===== src/rtl/pmc_pkg.sv =====
package pmc_pkg;

    localparam int CNT_W    = 32;
    localparam int EVSEL_W  = 8;
    localparam int INC_W    = 3;
    localparam int EVBUS_W  = 40;
    localparam int ADDR_W   = 5;

    localparam int A_CTRL   = 'h00;
    localparam int A_ENMASK = 'h01;
    localparam int A_WRAP   = 'h02;
    localparam int A_SEL    = 'h08;
    localparam int A_VAL    = 'h10;

    typedef enum logic [EVSEL_W-1:0] {
        EV_CORE_CLK  = 8'h11,
        EV_L1_EVICT  = 8'h15,
        EV_L2_LOOKUP = 8'h16,
        EV_L2_FILL   = 8'h17,
        EV_L2_EVICT  = 8'h18,
        EV_BEATS     = 8'h19,
        EV_RAM_FAULT = 8'h1A,
        EV_SPEC      = 8'h1B,
        EV_TBASE_WR  = 8'h1C,
        EV_IFACE_CLK = 8'h1D,
        EV_LINK      = 8'h1E
    } ev_code_e;

    typedef struct packed {
        logic [INC_W-1:0] amount;
        logic             is_link;
    } ev_pick_t;

    function automatic ev_pick_t pick_event(logic [EVSEL_W-1:0] code,
                                            logic [EVBUS_W-1:0] bus);
        ev_pick_t p;
        p = '0;
        case (code)
            EV_CORE_CLK,
            EV_IFACE_CLK: p.amount = INC_W'(1);
            EV_L1_EVICT:  p.amount = INC_W'(bus[21]);
            EV_L2_LOOKUP: p.amount = bus[24:22];
            EV_L2_FILL:   p.amount = bus[27:25];
            EV_L2_EVICT:  p.amount = bus[30:28];
            EV_BEATS:     p.amount = INC_W'(bus[32:31]);
            EV_RAM_FAULT: p.amount = INC_W'(bus[33]);
            EV_SPEC:      p.amount = bus[36:34];
            EV_TBASE_WR:  p.amount = INC_W'(bus[37]);
            EV_LINK:      p.is_link = 1'b1;
            default:      p = '0;
        endcase
        return p;
    endfunction

endpackage


===== src/rtl/pmc_event_decode.sv =====
module pmc_event_decode
    import pmc_pkg::*;
#(
    parameter bit IS_ODD = 1'b0
) (
    input  logic [EVSEL_W-1:0] sel,
    input  logic [EVBUS_W-1:0] ev_bus,
    input  logic               link_in,
    output logic [INC_W-1:0]   inc
);
    ev_pick_t pick;

    always_comb begin
        pick = pick_event(sel, ev_bus);
        inc  = pick.amount;
        if (pick.is_link) begin
            inc = IS_ODD ? INC_W'(link_in) : '0;
        end
    end

endmodule


===== src/rtl/pmc_counter.sv =====
module pmc_counter
    import pmc_pkg::*;
(
    input  logic             clk,
    input  logic             rst,
    input  logic             active,
    input  logic [INC_W-1:0] inc,
    input  logic             sw_wr,
    input  logic [CNT_W-1:0] sw_data,
    output logic [CNT_W-1:0] value,
    output logic             wrap
);
    logic [CNT_W:0] sum;

    always_comb begin
        sum  = {1'b0, value} + (CNT_W+1)'(inc);
        wrap = active && !sw_wr && sum[CNT_W];
    end

    always_ff @(posedge clk) begin
        if (rst) begin
            value <= '0;
        end else if (sw_wr) begin
            value <= sw_data;
        end else if (active) begin
            value <= sum[CNT_W-1:0];
        end
    end

    // a counter that is not allowed to count keeps its value
    p_hold_when_off_r2: assert property (@(posedge clk) disable iff (rst)
        (!active && !sw_wr) |=> $stable(value));

    // a software write wins over a same-cycle advance
    p_write_wins_r11: assert property (@(posedge clk) disable iff (rst)
        sw_wr |=> (value == $past(sw_data)));

endmodule


===== src/rtl/pmc_regs.sv =====
module pmc_regs
    import pmc_pkg::*;
#(
    parameter int NUM_CNT = 4
) (
    input  logic                             clk,
    input  logic                             rst,
    input  logic                             wr_en,
    input  logic [ADDR_W-1:0]                wr_addr,
    input  logic [CNT_W-1:0]                 wr_data,
    input  logic [ADDR_W-1:0]                rd_addr,
    input  logic [NUM_CNT-1:0][CNT_W-1:0]    cnt_vals,
    input  logic [NUM_CNT-1:0]               wraps,
    output logic                             glb_en,
    output logic [NUM_CNT-1:0]               en_mask,
    output logic [NUM_CNT-1:0][EVSEL_W-1:0]  sels,
    output logic [NUM_CNT-1:0]               val_wr,
    output logic [NUM_CNT-1:0]               flags,
    output logic [CNT_W-1:0]                 rd_data
);
    logic wr_ctrl, wr_mask, wr_wrap;
    logic [NUM_CNT-1:0] sel_wr;

    always_comb begin
        wr_ctrl = wr_en && (wr_addr == ADDR_W'(A_CTRL));
        wr_mask = wr_en && (wr_addr == ADDR_W'(A_ENMASK));
        wr_wrap = wr_en && (wr_addr == ADDR_W'(A_WRAP));
        for (int i = 0; i < NUM_CNT; i++) begin
            sel_wr[i] = wr_en && (wr_addr == ADDR_W'(A_SEL + i));
            val_wr[i] = wr_en && (wr_addr == ADDR_W'(A_VAL + i));
        end
    end

    always_ff @(posedge clk) begin
        if (rst) begin
            glb_en  <= 1'b0;
            en_mask <= '0;
        end else begin
            if (wr_ctrl) glb_en  <= wr_data[0];
            if (wr_mask) en_mask <= wr_data[NUM_CNT-1:0];
        end
    end

    for (genvar g = 0; g < NUM_CNT; g++) begin : g_slot
        always_ff @(posedge clk) begin
            if (rst) begin
                sels[g]  <= '0;
                flags[g] <= 1'b0;
            end else begin
                if (sel_wr[g]) sels[g] <= wr_data[EVSEL_W-1:0];
                if (wraps[g]) begin
                    flags[g] <= 1'b1;
                end else if (wr_wrap && wr_data[g]) begin
                    flags[g] <= 1'b0;
                end
            end
        end

        // a wrap always leaves the flag set
        p_flag_set_r10: assert property (@(posedge clk) disable iff (rst)
            wraps[g] |=> flags[g]);

        // only a written 1 clears the flag
        p_flag_sticky_r10: assert property (@(posedge clk) disable iff (rst)
            (flags[g] && !(wr_wrap && wr_data[g])) |=> flags[g]);
    end

    always_comb begin
        rd_data = '0;
        if (rd_addr == ADDR_W'(A_CTRL))   rd_data = CNT_W'(glb_en);
        if (rd_addr == ADDR_W'(A_ENMASK)) rd_data = CNT_W'(en_mask);
        if (rd_addr == ADDR_W'(A_WRAP))   rd_data = CNT_W'(flags);
        for (int i = 0; i < NUM_CNT; i++) begin
            if (rd_addr == ADDR_W'(A_SEL + i)) rd_data = CNT_W'(sels[i]);
            if (rd_addr == ADDR_W'(A_VAL + i)) rd_data = cnt_vals[i];
        end
    end

endmodule


===== src/rtl/pmc_bank.sv =====
module pmc_bank
    import pmc_pkg::*;
#(
    parameter int NUM_CNT = 4
) (
    input  logic                 clk,
    input  logic                 rst,
    input  logic [EVBUS_W-1:0]   ev_bus,
    input  logic                 wr_en,
    input  logic [ADDR_W-1:0]    wr_addr,
    input  logic [CNT_W-1:0]     wr_data,
    input  logic [ADDR_W-1:0]    rd_addr,
    output logic [CNT_W-1:0]     rd_data,
    output logic [NUM_CNT-1:0]   wrap_flags
);
    logic                            glb_en;
    logic [NUM_CNT-1:0]              en_mask;
    logic [NUM_CNT-1:0][EVSEL_W-1:0] sels;
    logic [NUM_CNT-1:0]              val_wr;
    logic [NUM_CNT-1:0][CNT_W-1:0]   vals;
    logic [NUM_CNT-1:0]              wraps;
    logic [NUM_CNT-1:0]              links;
    logic [NUM_CNT-1:0]              active;
    logic [NUM_CNT-1:0][INC_W-1:0]   incs;

    pmc_regs #(.NUM_CNT(NUM_CNT)) u_regs (
        .clk      (clk),
        .rst      (rst),
        .wr_en    (wr_en),
        .wr_addr  (wr_addr),
        .wr_data  (wr_data),
        .rd_addr  (rd_addr),
        .cnt_vals (vals),
        .wraps    (wraps),
        .glb_en   (glb_en),
        .en_mask  (en_mask),
        .sels     (sels),
        .val_wr   (val_wr),
        .flags    (wrap_flags),
        .rd_data  (rd_data)
    );

    for (genvar g = 0; g < NUM_CNT; g++) begin : g_cnt
        localparam bit ODD = (g % 2) == 1;

        if (ODD) begin : g_link
            assign links[g] = wraps[g-1];
        end else begin : g_nolink
            assign links[g] = 1'b0;
        end

        assign active[g] = glb_en && en_mask[g];

        pmc_event_decode #(.IS_ODD(ODD)) u_dec (
            .sel     (sels[g]),
            .ev_bus  (ev_bus),
            .link_in (links[g]),
            .inc     (incs[g])
        );

        pmc_counter u_cnt (
            .clk     (clk),
            .rst     (rst),
            .active  (active[g]),
            .inc     (incs[g]),
            .sw_wr   (val_wr[g]),
            .sw_data (wr_data),
            .value   (vals[g]),
            .wrap    (wraps[g])
        );

        if (ODD) begin : g_chk_odd
            // a wrap of the lower counter steps a chained odd counter by one
            p_chain_step_r7: assert property (@(posedge clk) disable iff (rst)
                (sels[g] == EV_LINK && active[g] && !val_wr[g] && wraps[g-1])
                |=> (vals[g] == $past(vals[g]) + 1'b1));
        end else begin : g_chk_even
            // an even counter on the chain selector never moves by itself
            p_even_link_r8: assert property (@(posedge clk) disable iff (rst)
                (sels[g] == EV_LINK && !val_wr[g]) |=> $stable(vals[g]));
        end
    end

endmodule


===== config.mk =====
export PLATFORM = sky130hd
export DESIGN_NAME = pmc_bank
export DESIGN_NICKNAME = d
export VERILOG_FILES = /design/src/rtl/pmc_pkg.sv /design/src/rtl/pmc_event_decode.sv /design/src/rtl/pmc_counter.sv /design/src/rtl/pmc_regs.sv /design/src/rtl/pmc_bank.sv
export SDC_FILE = /design/constraint.sdc
export NUM_CORES = 1
export LEC_CHECK = 0
export BUFFER_PORTS_ARGS = -buffer_cell sky130_fd_sc_hd__buf_4
export CORE_MARGIN = 2
export CORE_UTILIZATION = 60
export CTS_CLUSTER_DIAMETER = 80
export DETAILED_ROUTE_END_ITERATION = 8
export PLACE_DENSITY = 0.89
export SYNTH_ARGS = -nofsm -noshare
export SYNTH_HDL_FRONTEND = slang
export SYNTH_SLANG_ARGS = --single-unit

===== constraint.sdc =====
create_clock -name clk -period 11.48 [get_ports clk]
set_input_delay 1.148 -clock clk [delete_from_list [all_inputs] [get_ports clk]]
set_output_delay 1.148 -clock clk [all_outputs]
set_load 0.005 [all_outputs]

==> results.txt <==
status - completed
Seq pwr share - 0.460
Lkg Pwr - 4.123 nW
final setup fails - 0
top cells by area, synth - dfxtp_1 32%, a211oi_1 7.5%, nor2_1 5.8%, nand2_1 4.3%, nand3_1 4.1%
via count of the first global-routing pass - 10580
top-area cell type share of the netlist area - 0.3165
syn_area_per_cell - 7.774 µm²
area delta synth->final - 13.16%
detailed placement HPWL - 25200 µm
PwrDens - 108.3 mW/mm²
number of DRC markers in iteration 0 - 1670
Comb pwr share - 0.070
CTS root buf - clkbuf_16
Clock Path Buffers - 2
fill cell count - 1420
Syn Nets - 1476
hold crit path type - register to register
maxcap violations - 0
Int Pwr - 0.9795 mW
Routed WL - 36840 µm
DRC Markers - 0
maximum clock rate - 0.1534 GHz
post_cts resized - 0
r2r setup slk - 4.96 ns
RSZ-0062 raised after global routing - false
DIE AREA - 0.01890 mm²
Critical Path RT - 11.82 ns
Remaining Overflow, GRT - 0
share of layout cells above drive strength 1 - 0.1238
Switching Share - 0.2523
ys flop type - dfxtp_1
DIE HEIGHT - 137.5 µm
Clock Skew - 0.01366 ns
die width - 137.5 µm
register area share after synthesis - 0.3165
crit path kind - register to register
I/O pin total - 121
leading area contributor after synthesis - dfxtp_1
nets - 1510
Tcrit/Tclk final - 0.5680
number of synthesized flops with an enable pin - 0
CP cell instances - nor4b_1 > and4b_1 > a32oi_1 > o221ai_1 > a31o_2 > ha_1 > inv_1 > fa_1 > nor2b_1 > o2111ai_1 > buf_4 > nor3_1 > nand4_1 > o21bai_1 > ha_1 > inv_1 > fa_1 > nor2b_1 > or2_2 > nand3_1 > or3_1 > a311oi_1
wire length per cell - 22.36 µm
crit-path max cell delay - 1.04 ns
Worst Setup End Kind - register
RD Place Congestion - 1.016
clock share of power - 0.470
largest net degree at the start of global routing - 99
starting density of the core - 0.6158
Syn Inst Count - 1375
router iterations before antenna repair - 6
Tightest Pin Transition - 1.291 ns
diode count - 0
most instantiated cells after synthesis - 169 x dfxtp_1, 166 x nor2_1, 123 x nand2_1
depth of the worst hold-timing path - 2
crit path launch - u_regs.sels[23]
synthesized area - 0.01069 mm²
initial antenna violation count - 1
# port buffers - 97
CTS clk-pin slew, worst paths - 0.07 ns
critical path fanouts, max - 16
TritonCTS clock tree - done
worst setup margin - 4.960 ns
cell row count - 48
R2R cell count - 22
Worst Hold Launch - u_regs.sels[13]
Final Slew Violations - 0
Yosys warning count - 0
Post-synth ARST share - 0
dominant cell by count in the synthesized netlist - dfxtp_1
pre-CTS setup slack - 5.278 ns
clock sinks - 169
final hold vios - 0
global-route wire length before repair - 56940 µm
CP startpoint kind - register
core area - 0.01736 mm²
CP max-delay cell - nor4b_1
number of synthesized register bits - 169
Via Count - 11540
reg2reg start - u_regs.sels[23]
synth unique cells - 70
Psw - 0.3305 mW
Hold Buf Count CTS - 0
CTS Buf Count - 17
Routed Antenna Nets - 0
GRT Util Overall - 0.3910
CP arrival - 6.86 ns
fin crit period - 6.520 ns
VDD IR max - 0.1047 mV
worst slew margin relative to its limit - 0.1380
Via density - 7.005
Skew-Pair Late Insertion Delay - 0.44 ns
Setup TNS Final - 0 ns
H-Tree Depth - 4
Post CTS Setup Buffer Count - 0
[per-stage QoR]
stage | power (mW) | util | hold slack [ns] | std cells | instance area (µm²)
floorplan | 0.6575 | - | 0.4447 | 1375 | 10690
global placement | 0.7015 | 0.6610 | 0.4587 | 1615 | 11470
detailed placement | 0.7027 | 0.6610 | 0.4686 | 1615 | 11470
CTS | 1.305 | 0.6969 | 0.4784 | 1647 | 12100
global route | 1.340 | 0.6969 | 0.5052 | 1647 | 12100
finish | 1.310 | 0.6969 | 0.4833 | 1647 | 12100
[power by group through the flow]
| stage | sequential, mW | clock, mW | combinational, mW |
|---|---|---|---|
| 2_1_floorplan | 0.612 | 0 | 0.0457 |
| 3_3_place_gp | 0.615 | 0 | 0.0864 |
| 3_5_place_dp | 0.615 | 0 | 0.0872 |
| 4_1_cts | 0.602 | 0.615 | 0.0883 |
| 5_1_grt | 0.603 | 0.640 | 0.0961 |
| 6_report | 0.603 | 0.615 | 0.0919 |
[state kept, by name, indices dropped and copies added (netlist names)]
signal / cells
u_regs.sels: 32
u_regs.flags: 4
g_cnt.u_cnt.value: 128
u_regs.glb_en: 1
u_regs.en_mask: 4
[kinds of logic (layout without fill, tap and decap cells)]
group	after synthesis	in the layout	synth area share
simple gates	600	600	0.2808
mux	30	30	0.02997
fa+ha+maj	16	16	0.02154
buf+inv	121	168	0.04354
compound gates	341	341	0.2273
xor+xnor	98	98	0.08030
flops	169	169	0.3165
[worst max-delay path: cells and delay by family, from the launching register on]
kind,cells,cell delay [ns]
compound gates,6,1.11
fa+ha+maj,4,1.16
buf+inv,3,0.37
flops,1,0.33
simple gates,9,3.47
[routing by layer]
metal / part of all wire / vias to the layer above / track usage
met5: 0.00035 / - / 0
met4: 0.059 / 2 / 0.2211
met3: 0.12 / 166 / 0.09455
met2: 0.45 / 816 / 0.6219
met1: 0.37 / 5383 / 0.4843
li1: - / 5171 / -
[path summary, 6_finish.rpt]
check	endpoint
setup / recovery	g_cnt[3].u_cnt.value[24]
hold / removal	u_regs.sels[13]
setup reg to reg	g_cnt[3].u_cnt.value[24]
hold reg to reg	u_regs.sels[13]
[cells in the final DEF, fill, tap and decap left out, types with 23 or more instances in the layout]
cell type | Yosys | routed
a211oi_1 | 107 | 107
a21oi_1 | 54 | 54
a22oi_1 | 58 | 58
buf_4 | 0 | 113
dfxtp_1 | 169 | 169
inv_1 | 23 | 23
mux2i_1 | 23 | 23
nand2_1 | 123 | 121
nand3_1 | 88 | 86
nand4_1 | 42 | 42
nor2_1 | 166 | 163
nor3_1 | 39 | 38
o21ai_0 | 32 | 32
xnor2_1 | 49 | 49
xor2_1 | 49 | 49
[final cells by class]
type | count | area, µm² | area share
well taps | 225 | 281.5 | 0.02327
multi-input cells | 1085 | 6874 | 0.5683
repair buffers | 113 | 848.3 | 0.07014
clock inverters | 14 | 182.7 | 0.01510
inverters | 23 | 86.33 | 0.007138
flip-flops and latches | 169 | 3383 | 0.2797
clock buffers | 18 | 439.2 | 0.03631
Power figures use the tool's default switching activity.
